## config.mk

```make
export PLATFORM = sky130hd
export DESIGN_NAME = los_line_monitor
export DESIGN_NICKNAME = d
export VERILOG_FILES = /design/src/rtl/los_pkg.sv /design/src/rtl/los_zero_run.sv /design/src/rtl/los_density_win.sv /design/src/rtl/los_line_monitor.sv
export SDC_FILE = /design/constraint.sdc
export NUM_CORES = 1
export LEC_CHECK = 0
export BUFFER_PORTS_ARGS = -buffer_cell sky130_fd_sc_hd__buf_2
export CAP_MARGIN = 20
export CORE_MARGIN = 2
export CORE_UTILIZATION = 35
export CTS_CLUSTER_DIAMETER = 50
export DETAILED_ROUTE_END_ITERATION = 16
export SYNTH_ARGS = -nofsm -noshare
export SYNTH_HDL_FRONTEND = slang
export SYNTH_SLANG_ARGS = --single-unit
```

## constraint.sdc

```tcl
create_clock -name clk -period 8.1 [get_ports clk]
set_input_delay 1.62 -clock clk [delete_from_list [all_inputs] [get_ports clk]]
set_output_delay 1.62 -clock clk [all_outputs]
set_load 0.005 [all_outputs]
```

## src/rtl/los_pkg.sv

```systemverilog
package los_pkg;

  typedef enum logic {
    LINE_UP   = 1'b0,
    LINE_LOST = 1'b1
  } line_state_e;

  // marks needed for a one-in-eight density over a window, rounded up
  function automatic int unsigned min_marks(input int unsigned win);
    return (win + 7) / 8;
  endfunction

endpackage

```

## src/rtl/los_zero_run.sv

```systemverilog
// Saturating counter of consecutive zero bits.
module los_zero_run #(
  parameter int unsigned SAT = 176,
  parameter int unsigned RW  = 8
) (
  input  logic          clk,
  input  logic          rst_n,
  input  logic          bit_en,
  input  logic          mark,
  output logic [RW-1:0] run_q,
  output logic [RW-1:0] run_next
);

  always_comb begin
    if (mark)
      run_next = '0;
    else if (run_q == RW'(SAT))
      run_next = run_q;
    else
      run_next = run_q + RW'(1);
  end

  always_ff @(posedge clk or negedge rst_n) begin
    if (!rst_n)
      run_q <= '0;
    else if (bit_en)
      run_q <= run_next;
  end

endmodule

```

## src/rtl/los_density_win.sv

```systemverilog
// Sliding window of the last WIN_LEN bits with a running mark count
// and a fill level; clear empties it on an enabled bit.
module los_density_win #(
  parameter int unsigned WIN_LEN = 175,
  parameter int unsigned CW      = 8
) (
  input  logic          clk,
  input  logic          rst_n,
  input  logic          bit_en,
  input  logic          mark,
  input  logic          clear,
  output logic [CW-1:0] marks_q,
  output logic [CW-1:0] marks_next,
  output logic          full_next
);

  logic [WIN_LEN-1:0] hist_q, hist_d;
  logic [CW-1:0]      fill_q, fill_d;
  logic [CW-1:0]      marks_d;

  always_comb begin
    hist_d  = {hist_q[WIN_LEN-2:0], mark};
    marks_d = marks_q + CW'(mark) - CW'(hist_q[WIN_LEN-1]);
    fill_d  = (fill_q == CW'(WIN_LEN)) ? fill_q : fill_q + CW'(1);
    if (clear) begin
      hist_d  = '0;
      marks_d = '0;
      fill_d  = '0;
    end
  end

  assign marks_next = marks_d;
  assign full_next  = (fill_d == CW'(WIN_LEN));

  always_ff @(posedge clk or negedge rst_n) begin
    if (!rst_n) begin
      hist_q  <= '0;
      marks_q <= '0;
      fill_q  <= '0;
    end else if (bit_en) begin
      hist_q  <= hist_d;
      marks_q <= marks_d;
      fill_q  <= fill_d;
    end
  end

endmodule

```

## src/rtl/los_line_monitor.sv

```systemverilog
module los_line_monitor
  import los_pkg::*;
#(
  parameter int unsigned DECLARE_ZEROS = 175,
  parameter int unsigned WIN_LEN       = 175,
  parameter int unsigned ZERO_RUN_MAX  = 100
) (
  input  logic clk,
  input  logic rst_n,
  input  logic bit_en,
  input  logic pos_in,
  input  logic neg_in,
  output logic los_o,
  output logic pos_o,
  output logic neg_o
);

  localparam int unsigned RUN_SAT   = (DECLARE_ZEROS > ZERO_RUN_MAX) ? DECLARE_ZEROS
                                                                     : ZERO_RUN_MAX + 1;
  localparam int unsigned RW        = $clog2(RUN_SAT + 1);
  localparam int unsigned CW        = $clog2(WIN_LEN + 1);
  localparam int unsigned MIN_MARKS = min_marks(WIN_LEN);

  line_state_e   st_q, st_d;
  logic          mark;
  logic [RW-1:0] run_cnt, run_next;
  logic [CW-1:0] marks_cnt, marks_next;
  logic          full_next;
  logic          run_over;
  logic          win_clr;
  logic          density_ok;

  assign mark = pos_in | neg_in;

  los_zero_run #(
    .SAT (RUN_SAT),
    .RW  (RW)
  ) zrun_i (
    .clk      (clk),
    .rst_n    (rst_n),
    .bit_en   (bit_en),
    .mark     (mark),
    .run_q    (run_cnt),
    .run_next (run_next)
  );

  assign run_over = (run_next > RW'(ZERO_RUN_MAX));
  // window only collects while the line is lost
  assign win_clr  = (st_q == LINE_UP) || run_over;

  los_density_win #(
    .WIN_LEN (WIN_LEN),
    .CW      (CW)
  ) win_i (
    .clk        (clk),
    .rst_n      (rst_n),
    .bit_en     (bit_en),
    .mark       (mark),
    .clear      (win_clr),
    .marks_q    (marks_cnt),
    .marks_next (marks_next),
    .full_next  (full_next)
  );

  assign density_ok = full_next && (marks_next >= CW'(MIN_MARKS)) && !run_over;

  always_comb begin
    st_d = st_q;
    if (bit_en) begin
      case (st_q)
        LINE_UP:   if (run_next >= RW'(DECLARE_ZEROS)) st_d = LINE_LOST;
        LINE_LOST: if (density_ok) st_d = LINE_UP;
        default:   st_d = LINE_LOST;
      endcase
    end
  end

  always_ff @(posedge clk or negedge rst_n) begin
    if (!rst_n)
      st_q <= LINE_LOST;
    else
      st_q <= st_d;
  end

  assign los_o = (st_q == LINE_LOST);

  logic [1:0] rail_in, rail_out;
  assign rail_in = {neg_in, pos_in};

  for (genvar g = 0; g < 2; g++) begin : g_rail
    assign rail_out[g] = rail_in[g] & ~los_o;
  end

  assign pos_o = rail_out[0];
  assign neg_o = rail_out[1];

endmodule

```

==> summary.txt <==
Outcome
  • Outcome: finished, final reports clean

Detailed routing
  • # DRC: 0
  • DR iter-0 viols: approximately 530
  • Vias after detailed routing: around 6,300
  • Met3 WL: approximately 380 µm
  • Final ANT Viol Nets: 0
  • Metal-1 WL: about 8000 µm
  • Met2 WL post-DR: between 6000 and 7000 µm
  • WL per Instance: 11.65 µm
  • DR top layer: met4
  • Pre-Repair DR Iteration Count: 4
  • WL final: 15,150 µm
  • Via density: just under 5

Clock tree
  • CTS Buffer Depth: 2
  • H-tree depth: 4
  • TritonCTS clock tree: yes
  • Worst-skew pair later-pin latency: between 0.4 and 0.5 ns
  • Inserted Clock Buffers: 17
  • Hold_buf cts: 0
  • Post-CTS setup buffers: 0
  • Clock-pin slew on the worst setup and hold paths: 0.07 ns
  • Root Buffer: clkbuf_16
  • CTS sink cnt: 200
  • Post-CTS Resized: 0

Setup path
  • CP bufs+invs: 3
  • Critical Path Start Type: input pin
  • WS Path Type: input pin to register
  • Crit path arrival time: 4.32 ns
  • Critical path, cell by cell: buf_2 -> nor2_2 -> inv_1 -> or4_1 -> and3_1 -> o41ai_4 -> buf_12 -> o21ai_0 -> o2bb2ai_1
  • Crit path largest cell delay: ~0.54 ns
  • Crit-path slowest cell: or4_1
  • CP Max Fanout: roughly 190
  • Critical Path RT: ~8.4 ns
  • Cell family with most CP delay: simple AND/OR/NAND/NOR gates
  • Critical Path Sink Type: register

Synthesis
  • Gate count of the mapped netlist: about 1,000
  • Largest family of logic cells by synthesized area: compound AO/OA/AOI/OAI gates
  • Number of flops mapped to enable cells by yosys: 0
  • Adder-cell share of the synthesized area: 1.610%
  • Post-synthesis mux area share: 0.4720%
  • Top_reg_cell synth: dfrtp_1
  • Synth Area in Compound Gates: 17.53%
  • Yosys cell types: 55
  • Avg Cell Area, Syn: a little over 9 µm²
  • Post-synth net total: about 1,000
  • Synth Register Bits: 200
  • Synth warn: 0
  • Post-Synthesis Cell Area: 9012 µm²
  • Register area share after synthesis: a little under three fifths
  • Xor/xnor cell area share of the yosys netlist: less than 1%
  • Async SR Flop Fraction: 100.0%
  • Simple-gate share of the synthesized area: 12.59%

Placed design
  • DP HPWL: between 8000 and 9000 µm
  • Placed cell count: around 1,300
  • Pre-CTS WS: 3.746 ns
  • GPL Wtd Cong: ~0.77
  • Port Buffers: 7

Layout
  • Fillcell total: around 2,500
  • Most frequent cells in the layout: nand2_1, dfrtp_1, inv_1
  • Commonest non-fill, non-tap cell in the layout: nand2_1
  • Fin nets: 974
  • Area Overhead vs Synth: 10.07%
  • Fin cells: around 1,300
  • Layout cell share with drive strength beyond 1: 5.258%
  • Finished Core Util: around two fifths
  • Antenna diodes: 0

STA
  • F_max: 247.7 MHz
  • Max transition margin: between 30% and 40%
  • Fin. max-slew vios: 0
  • Final setup viols: 0
  • Period minus WS final: ~4.0 ns
  • Setup TNS: 0 ns
  • Clk_skew: 0.006522 ns
  • Final worst setup slack: 4.062 ns
  • Period utilisation layout: around 50%
  • Worst Tran Pin Value: approximately 0.97 ns
  • Unrepaired setup endpoints after global routing: false
  • Final Hold Fails: 0

Global routing
  • Overall global routing resource usage: between 10% and 20%
  • Global-route wire length before repair: between 20,000 and 30,000 µm
  • GR Overflow Total: 0
  • Largest net degree at the start of global routing: 190
  • Initial antenna violation count: 0
  • Vias in the first global route: approximately 6,000

Flow run
  • Max-cap viol count: 0

Power and ir drop
  • Max VDD drop: 0.1170 mV
  • P_leak: 3.915 nW
  • PD cells: slightly above 200 nW/µm²

Die
  • Initial Utilization: approximately 36%
  • Row count: 58
  • Chip Width: approximately 160 µm
  • Area of the core: 25,250 µm²
  • # IOs: 8
  • Die extent in y: 164.5 µm
  • Full die area: about 27,000 µm²

Min path
  • Worst Hold Class: register to register
-- registers in the layout (all words and copies together), names as in the netlist --
name,count
los_o,1
win_i.fill_q,8
win_i.hist_q,175
win_i.marks_q,8
zrun_i.run_q,8
-- synth_stat cells (3+ instances only) --
library cell / number / area share [%]
nand2_1: 201 / 8.4
dfrtp_1: 199 / 55
inv_1: 197 / 8.2
o22ai_1: 184 / 13
clkbuf_1: 48 / 2.0
buf_2: 17 / 0.94
a21oi_1: 16 / 0.89
o21ai_0: 15 / 0.83
ha_1: 10 / 1.4
nand3_1: 9 / 0.50
nor2_1: 9 / 0.37
nor3_1: 6 / 0.33
xnor2_1: 6 / 0.58
buf_4: 5 / 0.42
nor2b_1: 5 / 0.35
nand2b_1: 4 / 0.28
or3_1: 4 / 0.28
a2111oi_0: 3 / 0.29
a21o_1: 3 / 0.25
and3_1: 3 / 0.21
-- through the flow --
stage / area, µm² / total power, mW / hold WS (ns)
final: 9920 / 2.063 / 0.5201
after floorplan: 9012 / 1.092 / 0.4968
after global placement: 9226 / 1.124 / 0.5037
after detailed placement: 9226 / 1.124 / 0.5116
after global routing: 9920 / 2.149 / 0.5390
after CTS: 9892 / 2.095 / 0.5220
-- kinds of logic (layout without fill, tap and decap cells) --
| logic type | Yosys count | count (layout) |
|---|---|---|
| muxes | 4 | 4 |
| DFF | 200 | 200 |
| buffers and inverters | 267 | 241 |
| xor gates and xnor gates | 7 | 7 |
| AOI/OAI and AO/OA | 245 | 245 |
| and+or+nand+nor | 262 | 262 |
| adders and majority gates | 11 | 11 |
-- final cells by class --
type                            count  area [µm²]  share of cell area, %
Sequential cell                   200        5006                  50.47
Clock buffer                       20       446.7                  4.503
Multi-Input combinational cell    529        2964                  29.88
Inverter                          197       739.5                  7.455
Tap cell                          330       412.9                  4.162
Timing Repair Buffer               13       131.4                  1.324
Clock inverter                     11       219.0                  2.207
-- power breakdown --
part           switching, mW  internal, mW  total [mW]
clock                  0.370         0.588       0.958
sequential           0.00390          1.00        1.01
combinational         0.0749        0.0245      0.0994
-- worst min-delay path, cell delays in order (launching register included) --
cell,delay [ns]
dfrtp_1,0.37
nand2_1,0.06
o22ai_1,0.05
-- layer usage --
layer  up-vias  global-route usage (%)
met1      2987                   16.62
met2        47                   19.63
met3        18                   2.737
met5         -                       0
li1       3242                       -
met4         0                   4.111
-- final timing paths --
kind,startpoint,end,slack (ns),cells past startpoint
min in group asynchronous,rst_n,zrun_i.run_q[4],1.19,1
setup reg to reg,zrun_i.run_q[1],win_i.fill_q[1],4.65,8
hold / removal,win_i.hist_q[97],win_i.hist_q[98],0.52,2
setup / recovery,neg_in,win_i.fill_q[1],4.06,9
hold reg to reg,win_i.hist_q[97],win_i.hist_q[98],0.52,2
max in group asynchronous,rst_n,win_i.hist_q[152],5.58,2
No activity file was read; power rests on OpenSTA's default activity.
